--- src/rtl/fjc_pkg.sv ---
package fjc_pkg;

   typedef enum logic [1:0] {
      BR_IDLE = 2'd0,
      BR_REQ  = 2'd1,
      BR_RSP  = 2'd2,
      BR_FIN  = 2'd3
   } br_state_t;

   typedef enum logic [1:0] {
      CT_IDLE = 2'd0,
      CT_RUN  = 2'd1,
      CT_CMP  = 2'd2
   } ct_state_t;

endpackage

--- src/rtl/fjc_branch.sv ---
module fjc_branch
   import fjc_pkg::*;
#(
   parameter int DATA_W = 8,
   parameter int RES_W  = 8
) (
   input  logic              clk,
   input  logic              rst_n,
   input  logic              launch_i,
   input  logic              clear_i,
   input  logic [DATA_W-1:0] op_i,
   output logic              req_valid_o,
   output logic [DATA_W-1:0] req_data_o,
   input  logic              req_ready_i,
   input  logic              rsp_valid_i,
   input  logic [RES_W-1:0]  rsp_data_i,
   output logic              rsp_ready_o,
   output logic [RES_W-1:0]  result_o,
   output logic              fin_o,
   output logic              req_fire_o,
   output logic              rsp_fire_o
);

   br_state_t            state_q;
   logic [RES_W-1:0]     result_q;

   always_ff @(posedge clk) begin
      if (!rst_n) begin
         state_q  <= BR_IDLE;
         result_q <= '0;
      end else begin
         case (state_q)
            BR_IDLE: if (launch_i) state_q <= BR_REQ;
            BR_REQ:  if (req_ready_i) state_q <= BR_RSP;
            BR_RSP:  if (rsp_valid_i) begin
                        result_q <= rsp_data_i;
                        state_q  <= BR_FIN;
                     end
            BR_FIN:  if (clear_i) state_q <= BR_IDLE;
            default: state_q <= BR_IDLE;
         endcase
      end
   end

   always_comb begin
      req_valid_o = (state_q == BR_REQ);
      rsp_ready_o = (state_q == BR_RSP);
      fin_o       = (state_q == BR_FIN);
      req_data_o  = op_i;
      result_o    = result_q;
      req_fire_o  = req_valid_o && req_ready_i;
      rsp_fire_o  = rsp_ready_o && rsp_valid_i;
   end

endmodule

--- src/rtl/fjc_join_ctrl.sv ---
module fjc_join_ctrl
   import fjc_pkg::*;
(
   input  logic clk,
   input  logic rst_n,
   input  logic start_i,
   input  logic ref_fin_i,
   input  logic dut_fin_i,
   output logic launch_o,
   output logic cmp_en_o,
   output logic done_o
);

   ct_state_t state_q;

   always_ff @(posedge clk) begin
      if (!rst_n) begin
         state_q <= CT_IDLE;
      end else begin
         case (state_q)
            CT_IDLE: if (start_i) state_q <= CT_RUN;
            CT_RUN:  if (ref_fin_i && dut_fin_i) state_q <= CT_CMP;
            CT_CMP:  state_q <= CT_IDLE;
            default: state_q <= CT_IDLE;
         endcase
      end
   end

   always_comb begin
      done_o   = (state_q == CT_IDLE);
      launch_o = done_o && start_i;
      cmp_en_o = (state_q == CT_CMP);
   end

endmodule

--- src/rtl/fjc_compare.sv ---
module fjc_compare #(
   parameter int               RES_W    = 8,
   parameter logic [RES_W-1:0] RES_MASK = '1
) (
   input  logic [RES_W-1:0] a_i,
   input  logic [RES_W-1:0] b_i,
   output logic             eq_o
);

   localparam logic [RES_W-1:0] FULL_MASK = '1;

   generate
      if (RES_MASK == FULL_MASK) begin : g_full
         assign eq_o = (a_i == b_i);
      end else begin : g_masked
         assign eq_o = (((a_i ^ b_i) & RES_MASK) == '0);
      end
   endgenerate

endmodule

--- src/rtl/fjc_evcount.sv ---
module fjc_evcount #(
   parameter int CNT_W = 16,
   parameter int N_EV  = 2
) (
   input  logic             clk,
   input  logic             rst_n,
   input  logic [N_EV-1:0]  ev_i,
   output logic [CNT_W-1:0] count_o
);

   logic [CNT_W-1:0] count_q;

   always_ff @(posedge clk) begin
      if (!rst_n) count_q <= '0;
      else        count_q <= count_q + CNT_W'($countones(ev_i));
   end

   assign count_o = count_q;

endmodule

--- src/rtl/fork_join_compare.sv ---
module fork_join_compare
   import fjc_pkg::*;
#(
   parameter int               DATA_W   = 8,
   parameter int               RES_W    = 8,
   parameter int               CNT_W    = 16,
   parameter logic [RES_W-1:0] RES_MASK = '1
) (
   input  logic              clk,
   input  logic              rst_n,
   input  logic              start_i,
   input  logic [DATA_W-1:0] in_data_i,
   output logic              done_o,
   output logic              ref_req_valid_o,
   output logic [DATA_W-1:0] ref_req_data_o,
   input  logic              ref_req_ready_i,
   input  logic              ref_rsp_valid_i,
   input  logic [RES_W-1:0]  ref_rsp_data_i,
   output logic              ref_rsp_ready_o,
   output logic              dut_req_valid_o,
   output logic [DATA_W-1:0] dut_req_data_o,
   input  logic              dut_req_ready_i,
   input  logic              dut_rsp_valid_i,
   input  logic [RES_W-1:0]  dut_rsp_data_i,
   output logic              dut_rsp_ready_o,
   output logic              cmp_valid_o,
   output logic              cmp_pass_o,
   output logic              err_sticky_o,
   output logic [CNT_W-1:0]  req_count_o,
   output logic [CNT_W-1:0]  rsp_count_o
);

   localparam int N_UNITS = 2;

   generate
      if (DATA_W < 1) begin : g_bad_data_w
         $error("fork_join_compare: DATA_W must be at least 1");
      end
      if (RES_W < 1) begin : g_bad_res_w
         $error("fork_join_compare: RES_W must be at least 1");
      end
      if (CNT_W < 2) begin : g_bad_cnt_w
         $error("fork_join_compare: CNT_W must be at least 2");
      end
   endgenerate

   logic              launch;
   logic              cmp_en;
   logic              ref_fin;
   logic              dut_fin;
   logic              results_eq;
   logic [DATA_W-1:0] operand_q;
   logic [RES_W-1:0]  ref_result;
   logic [RES_W-1:0]  dut_result;
   logic [N_UNITS-1:0] req_fire;
   logic [N_UNITS-1:0] rsp_fire;
   logic              err_q;

   // Operand latch: written only on an accepted start, stable for the run
   always_ff @(posedge clk) begin
      if (!rst_n)      operand_q <= '0;
      else if (launch) operand_q <= in_data_i;
   end

   fjc_join_ctrl u_ctrl (
      .clk       (clk),
      .rst_n     (rst_n),
      .start_i   (start_i),
      .ref_fin_i (ref_fin),
      .dut_fin_i (dut_fin),
      .launch_o  (launch),
      .cmp_en_o  (cmp_en),
      .done_o    (done_o)
   );

   fjc_branch #(.DATA_W(DATA_W), .RES_W(RES_W)) u_ref_branch (
      .clk         (clk),
      .rst_n       (rst_n),
      .launch_i    (launch),
      .clear_i     (cmp_en),
      .op_i        (operand_q),
      .req_valid_o (ref_req_valid_o),
      .req_data_o  (ref_req_data_o),
      .req_ready_i (ref_req_ready_i),
      .rsp_valid_i (ref_rsp_valid_i),
      .rsp_data_i  (ref_rsp_data_i),
      .rsp_ready_o (ref_rsp_ready_o),
      .result_o    (ref_result),
      .fin_o       (ref_fin),
      .req_fire_o  (req_fire[0]),
      .rsp_fire_o  (rsp_fire[0])
   );

   fjc_branch #(.DATA_W(DATA_W), .RES_W(RES_W)) u_dut_branch (
      .clk         (clk),
      .rst_n       (rst_n),
      .launch_i    (launch),
      .clear_i     (cmp_en),
      .op_i        (operand_q),
      .req_valid_o (dut_req_valid_o),
      .req_data_o  (dut_req_data_o),
      .req_ready_i (dut_req_ready_i),
      .rsp_valid_i (dut_rsp_valid_i),
      .rsp_data_i  (dut_rsp_data_i),
      .rsp_ready_o (dut_rsp_ready_o),
      .result_o    (dut_result),
      .fin_o       (dut_fin),
      .req_fire_o  (req_fire[1]),
      .rsp_fire_o  (rsp_fire[1])
   );

   fjc_compare #(.RES_W(RES_W), .RES_MASK(RES_MASK)) u_cmp (
      .a_i  (ref_result),
      .b_i  (dut_result),
      .eq_o (results_eq)
   );

   fjc_evcount #(.CNT_W(CNT_W), .N_EV(N_UNITS)) u_req_cnt (
      .clk     (clk),
      .rst_n   (rst_n),
      .ev_i    (req_fire),
      .count_o (req_count_o)
   );

   fjc_evcount #(.CNT_W(CNT_W), .N_EV(N_UNITS)) u_rsp_cnt (
      .clk     (clk),
      .rst_n   (rst_n),
      .ev_i    (rsp_fire),
      .count_o (rsp_count_o)
   );

   always_ff @(posedge clk) begin
      if (!rst_n)                     err_q <= 1'b0;
      else if (cmp_en && !results_eq) err_q <= 1'b1;
   end

   always_comb begin
      cmp_valid_o  = cmp_en;
      cmp_pass_o   = cmp_en && results_eq;
      err_sticky_o = err_q;
   end

endmodule

--- config.mk ---
export PLATFORM = sky130hd
export DESIGN_NAME = fork_join_compare
export DESIGN_NICKNAME = d
export VERILOG_FILES = /design/src/rtl/fjc_pkg.sv /design/src/rtl/fjc_branch.sv /design/src/rtl/fjc_join_ctrl.sv /design/src/rtl/fjc_compare.sv /design/src/rtl/fjc_evcount.sv /design/src/rtl/fork_join_compare.sv
export SDC_FILE = /design/constraint.sdc
export NUM_CORES = 1
export LEC_CHECK = 0
export CORE_ASPECT_RATIO = 0.9
export CORE_MARGIN = 8
export CORE_UTILIZATION = 62
export DETAILED_ROUTE_END_ITERATION = 16
export DONT_BUFFER_PORTS = 1
export GPL_TIMING_DRIVEN = 0
export HOLD_SLACK_MARGIN = 0.12
export PLACE_DENSITY = 0.78
export SYNTH_ARGS = -nofsm -noshare
export SYNTH_HDL_FRONTEND = slang
export SYNTH_SLANG_ARGS = --single-unit
--- constraint.sdc ---
create_clock -name clk -period 2.9 [get_ports clk]
set_input_delay 0.29 -clock clk [delete_from_list [all_inputs] [get_ports clk]]
set_output_delay 0.29 -clock clk [all_outputs]
set_load 0.01 [all_outputs]
## Word-level counts from Yosys, hierarchy flattened

Cells that the tools add are included.

| storage, ports and cells | value |
|---|---|
| bits in registers | 63 |
| input bits | 31 |
| output and inout port bits | 56 |
| word-level logic and storage cells | 60 |

| operators by class | value |
|---|---|
| $add $sub $neg | 4 |
| equal/unequal tests | 19 |
| mux-type cells | 11 |
| reduce and logical (&&, ||, !) cells | 17 |

Operators with widths:

| kind | count |
|---|---|
| $add 16x16->16 | 2 |
| $mux 2 | 8 |
| $pmux 2 s4 | 2 |
| $ne 2x2->1 const B | 7 |
| $eq 2x2->1 const B | 5 |
| $eq 8x8->1 | 1 |
| $logic_and 1x1->1 | 8 |
| $reduce_and 4->1 | 2 |
| $eq 2x1->1 const B | 3 |
| $logic_not 2->1 | 3 |
| $ne 2x1->1 const B | 3 |
| $reduce_and 2->1 | 3 |
| $add 1x1->2 | 2 |
| $pmux 2 s2 | 1 |
| $logic_not 1->1 | 1 |

## Longest topological paths before layout

| depth | value |
|---|---|
| word-level depth | 4 |
| gate-level depth with buffers | 11 |

## Modules after synthesis

From an unflattened synthesis, not the netlist that was laid out.

| unflattened totals | value |
|---|---|
| cells, all modules | 346 |
| area total of the unflattened synthesis | 3243.1 um^2 |

By module, submodules not included:

| module | instances | cells an instance | area each (um^2) | seq. area each (um^2) |
|---|---|---|---|---|
| fjc_branch | 2 | 66 | 575.6 | 200.2 |
| fjc_evcount at u_rsp_cnt | 1 | 83 | 814.5 | 320.3 |
| fjc_evcount at u_req_cnt | 1 | 80 | 748.2 | 320.3 |
| fork_join_compare | 1 | 29 | 341.6 | 180.2 |
| fjc_join_ctrl | 1 | 11 | 101.3 | 40.0 |
| fjc_compare | 1 | 11 | 86.3 | 0.0 |

## Worst setup path before layout

OpenSTA, ideal clock, no wires.

| path | value |
|---|---|
| kind | reg-to-reg |
| start point | register u_ref_branch.state_q[0] |
| end point | register u_rsp_cnt.count_q[11] (netlist: u_rsp_cnt.count_o[11]) |
| arrival | 2.608 ns |
| slack | 0.221 ns |
| cell stages (with the launch flop) | 11 |
| path through | dfxtp_1 > inv_1 > ha_1 > nand2_1 > clkinv_1 > ha_1 > ha_1 > a21o_1 > nand3_1 > or4_2 > a21oi_1 |

| between the ends | value |
|---|---|
| cells in the longest elaborated chain, start to end | 4 |

Ends and longest elaborated chain:

| what | line | text |
|---|---|---|
| start, declared | fjc_branch.sv:24 | `br_state_t state_q;` |
| start signal, assigned | fjc_branch.sv:29 | `state_q <= BR_IDLE;` |
| start signal, assigned | fjc_branch.sv:33 | `BR_IDLE: if (launch_i) state_q <= BR_REQ;` |
| start signal, assigned | fjc_branch.sv:34 | `BR_REQ: if (req_ready_i) state_q <= BR_RSP;` |
| $eq 2x2->1 | fjc_branch.sv:47 | `rsp_ready_o = (state_q == BR_RSP);` |
| via ref_rsp_ready_o | fork_join_compare.sv:19 | `output logic ref_rsp_ready_o,` |
| $logic_and 1x1->1 | fjc_branch.sv:52 | `rsp_fire_o = rsp_ready_o && rsp_valid_i;` |
| via u_ref_branch.rsp_fire_o | fjc_branch.sv:21 | `output logic rsp_fire_o` |
| $add 1x1->2 (not written as such) | fjc_evcount.sv:15 | `else count_q <= count_q + CNT_W'($countones(ev_i));` |
| $add 16x16->16 | fjc_evcount.sv:15 |  |
| end signal, assigned | fjc_evcount.sv:15 |  |
| end, declared | fjc_evcount.sv:11 | `logic [CNT_W-1:0] count_q;` |

The timed path passes the listed nets, and every way through them passes these cells.
A chain may end at the register's enable or synchronous reset.

## Worst setup path in the final report

| path | value |
|---|---|
| start point | register u_dut_branch.state_q[1] |
| end point | register u_req_cnt.count_q[14] (netlist: u_req_cnt.count_o[14]) |

| between the ends | value |
|---|---|
| cells in the longest elaborated chain, start to end | 4 |

Ends and longest elaborated chain:

| what | line | text |
|---|---|---|
| start, declared | fjc_branch.sv:24 |  |
| start signal, assigned | fjc_branch.sv:29 |  |
| start signal, assigned | fjc_branch.sv:33 |  |
| start signal, assigned | fjc_branch.sv:34 |  |
| $eq 2x1->1 | fjc_branch.sv:46 | `req_valid_o = (state_q == BR_REQ);` |
| via dut_req_valid_o | fork_join_compare.sv:20 | `output logic dut_req_valid_o,` |
| $logic_and 1x1->1 | fjc_branch.sv:51 | `req_fire_o = req_valid_o && req_ready_i;` |
| $add 1x1->2 (not written as such) | fjc_evcount.sv:15 |  |
| $add 16x16->16 | fjc_evcount.sv:15 |  |
| end signal, assigned | fjc_evcount.sv:15 |  |
| end, declared | fjc_evcount.sv:11 |  |

The timed path passes the listed nets, and every way through them passes these cells.

==> run_results.csv <==
group,metric,value,unit
global_routing,track_usage,20.9,%
min_path,hold_class,"input port to flip-flop",
logic_synthesis,yosys_warnings,0,
power,seq_power_share,43.9,%
setup_path,worst-path-buf-inv,2,
place,gp_congestion,0.814,
power,p_sw,0.642,mW
floorplan,ios,87,
floorplan,initial_core_util,64.9,%
detailed_routing,wire_per_inst,16.5,microns
min_path,hp-start,"ref_rsp_valid_i",
timing,fmax,364,MHz
detailed_routing,dr.pass1.iters,4,
setup_path,path_cells,"inv_1 > ha_1 > and2_1 > ha_1 > ha_1 > inv_1 > fa_1 > nand3b_1 > nor4_1 > xnor2_1 > nor2_1",
logic_synthesis,synth_top_area_cell,"dfxtp_1",
detailed_routing,routed_wl,7.32,mm
timing,finalHoldViolCount,0,
logic_synthesis,syn_inst,340,
timing,fin_hold_ws,197,ps
clocking,postCtsSetupBuffers,0,
logic_synthesis,synth.ff_latch_count,63,
setup_path,path_class,"flip-flop to flip-flop",
logic_synthesis,synthArstFlopShare,0,%
global_routing,grt_max_degree,11,
cells_and_area,syn_to_final_growth,20.2,%
cells_and_area,final_util,78.0,%
floorplan,fp.coreArea,4460,sq um
global_routing,grt_pass1_vias,2373,
cells_and_area,drive_above_1_share,9.16,%
setup_path,rrSetupSlack,150,ps
floorplan,die_area,7110,sq um
power,p_clk_share,36.9,%
power,swShare,28.0,%
status,status,"complete, no violations",
timing,finalSetupViolCount,0,
timing,max_slew.worst_pin.slew,579,ps
clocking,cts_buffer_depth,2,
job,cap_viol_max_count,0,
timing,final.setup_skew,5.23,ps
logic_synthesis,synth_ff_type,"dfxtp_1",
logic_synthesis,synth_edf_count,0,
setup_path,reg2reg_to,"u_req_cnt.count_o[14]",
setup_path,cpMostUsedCell,"ha_1",
setup_path,cp-end-kind,"flip-flop",
setup_path,reg2reg_depth,11,
setup_path,start_kind,"flip-flop",
floorplan,rows,23,
cells_and_area,diodes,0,
min_path,worstHoldEndpoint,"u_ref_branch.result_o[0]",
cells_and_area,seq_area,1260,sq um
logic_synthesis,yosysTopAreaCellShare,43.6,%
setup_path,critical-path-slowest-cell,"fa_1",
power,pwr-share-comb,19.2,%
detailed_routing,num_vias,2471,
setup_path,crit_arrival,2950,ps
clocking,tritoncts,"done",
power,vdd_drop_max,0.457,mV
power,p_per_area,659,nW/um^2
power,internal-power,1.65,mW
clocking,clockRootBuffer,"clkbuf_8",
timing,post-route-period-util,94.7,%
detailed_routing,drcViolationCount,0,
logic_synthesis,synth.area.top_cells,"dfxtp_1, nand2_1, ha_1",
timing,drv_slew,0,
timing,min_period,2750,ps
floorplan,fp.dieH,80.8,microns
setup_path,cp_top_family,"adder cells",
power,p_leak,1.33,nW
global_routing,grt_overflow,0,
logic_synthesis,syn_area,2890,sq um
detailed_routing,routed_via_density,5.57,
global_routing,antenna_found_initial,0,
logic_synthesis,synth_fp_nets,387,
setup_path,rr_startpoint,"u_dut_branch.state_q[1]",
timing,relSlewSlack,61.4,%
place,io_buffers,0,
cells_and_area,fin_nets,424,
clocking,insertion_delay,330,ps
logic_synthesis,yosysSeqAreaShare,43.6,%
cells_and_area,fillers,314,
logic_synthesis,postSynthAreaPerCell,8.51,sq um
setup_path,cpPeakStageDelay,420,ps
clocking,cts_made_buffers,9,
detailed_routing,drt_iter0_drc,135,
clocking,htree_levels,3,
logic_synthesis,ys_types,38,
setup_path,required,3100,ps
detailed_routing,ant_nets,0,
cells_and_area,multi_input_comb_area,1510,sq um
place,hpwl,4.87,mm
setup_path,critPathMaxFanout,4,
clocking,clk_pin_slew_worst_paths,60,ps
clocking,clock-sinks,63,
min_path,holdPathStages,3,
global_routing,grt_pass1_wl,11.5,mm
floorplan,dieWidth,88,microns
[layout make-up]
| type | instances | area share [%] |
|---|---|---|
| Buffer | 17 | 2.73 |
| Clock buffer | 13 | 4.57 |
| Clock inverter | 3 | 1.87 |
| Inverter | 14 | 1.58 |
| Multi-Input combinational cell | 246 | 43.3 |
| Sequential cell | 63 | 36.3 |
| Tap cell | 62 | 2.23 |
| Timing Repair Buffer | 26 | 7.48 |
[power groups by stage]
| stage | combinational [mW] | sequential (mW) | clock (mW) |
|---|---|---|---|
| after global routing | 0.508 | 1.02 | 0.899 |
| final | 0.441 | 1.01 | 0.845 |
| after CTS | 0.423 | 1.00 | 0.867 |
| after floorplan | 0.315 | 1.00 | 0 |
| after detailed placement | 0.388 | 1.02 | 0 |
| after global placement | 0.373 | 1.02 | 0 |
[stage by stage]
step	std cells	setup TNS [ps]	cell area [sq um]	power, mW	setup WS [ps]
global placement	402	-573	2970	1.39	-221
detailed placement	402	-887	2970	1.41	-273
CTS	444	0	3460	2.29	25.9
floorplan	340	0	2890	1.32	221
finish	444	0	3480	2.29	153
global route	444	-0.143	3480	2.42	-0.143
[timing repair]
action / CTS / global route
hold buffers: 26 / 0
cloned: 0 / 0
hold endpoints to repair: 27 / 0
resized for setup: 4 / 5
endpoints found under the setup margin: 9 / 8
[Yosys cell counts, drive strengths merged, types with 2 or more instances]
cell type	n
dfxtp	63
nand2	63
a21oi	33
nor2	28
xnor2	20
nand3	17
ha	14
inv	12
buf	9
nand4	9
xor2	9
clkbuf	8
and2	6
nand2b	6
nor4	6
o21ai	5
mux2i	4
nor3	4
or3	4
a21o	2
and4	2
clkinv	2
fa	2
nor2b	2
[flip-flops by register name, indices dropped and copies added (netlist names), 2 cells and up]
signal,count
u_rsp_cnt.count_o,16
u_ref_branch.result_o,8
u_ref_branch.state_q,2
u_dut_branch.state_q,2
u_req_cnt.count_o,16
operand_q,8
u_ctrl.state_q,2
u_dut_branch.result_o,8
[how the worst max path moves through the flow]
stage	from	endpoint	slack, ps	cells past startpoint
6_report	u_dut_branch.state_q[1]	u_req_cnt.count_o[14]	150	11
5_1_grt	u_dut_branch.state_q[1]	u_req_cnt.count_o[14]	-0.1	11
4_1_cts	u_dut_branch.state_q[0]	u_rsp_cnt.count_o[11]	30	10
3_5_place_dp	u_dut_branch.state_q[0]	u_rsp_cnt.count_o[11]	-270	10
3_3_place_gp	u_dut_branch.state_q[0]	u_rsp_cnt.count_o[11]	-220	10
2_1_floorplan	u_ref_branch.state_q[0]	u_rsp_cnt.count_o[11]	220	10
[metal layers]
metal | part of all wire, % | vias up | wire length, microns | track usage (%)
met1 | 38 | 1145 | 2790 | 22.2
met2 | 50 | 97 | 3650 | 36.1
met3 | 9.5 | 19 | 694 | 7.76
li1 | - | 1210 | - | -
met5 | 0 | - | 0 | 0
met4 | 2.4 | 0 | 178 | 9.95
[worst min-delay path, cell delays in order]
cell and delay (ps):
nand2_4 60, nand2_1 70, a21oi_1 50
[cells by family after synthesis]
group           share of synthesized area (%)
mux                                      1.38
xor+xnor                                 8.78
buf+inv                                  5.10
simple gates                             25.4
fa+ha+maj                                7.44
compound gates                           8.30
flops                                    43.6
[layout by cell type, fill, tap and decap left out, drive strengths merged, types with 9 or more instances in the layout]
master and count:
dfxtp 63, clkbuf 21, nor2 28, nand3 17, inv 12, xnor2 20, buf 9, xor2 9
nand4 9, dlygate4sd3 26, a21oi 33, ha 14, nand2 63
No activity file was read; power rests on OpenSTA's default activity.
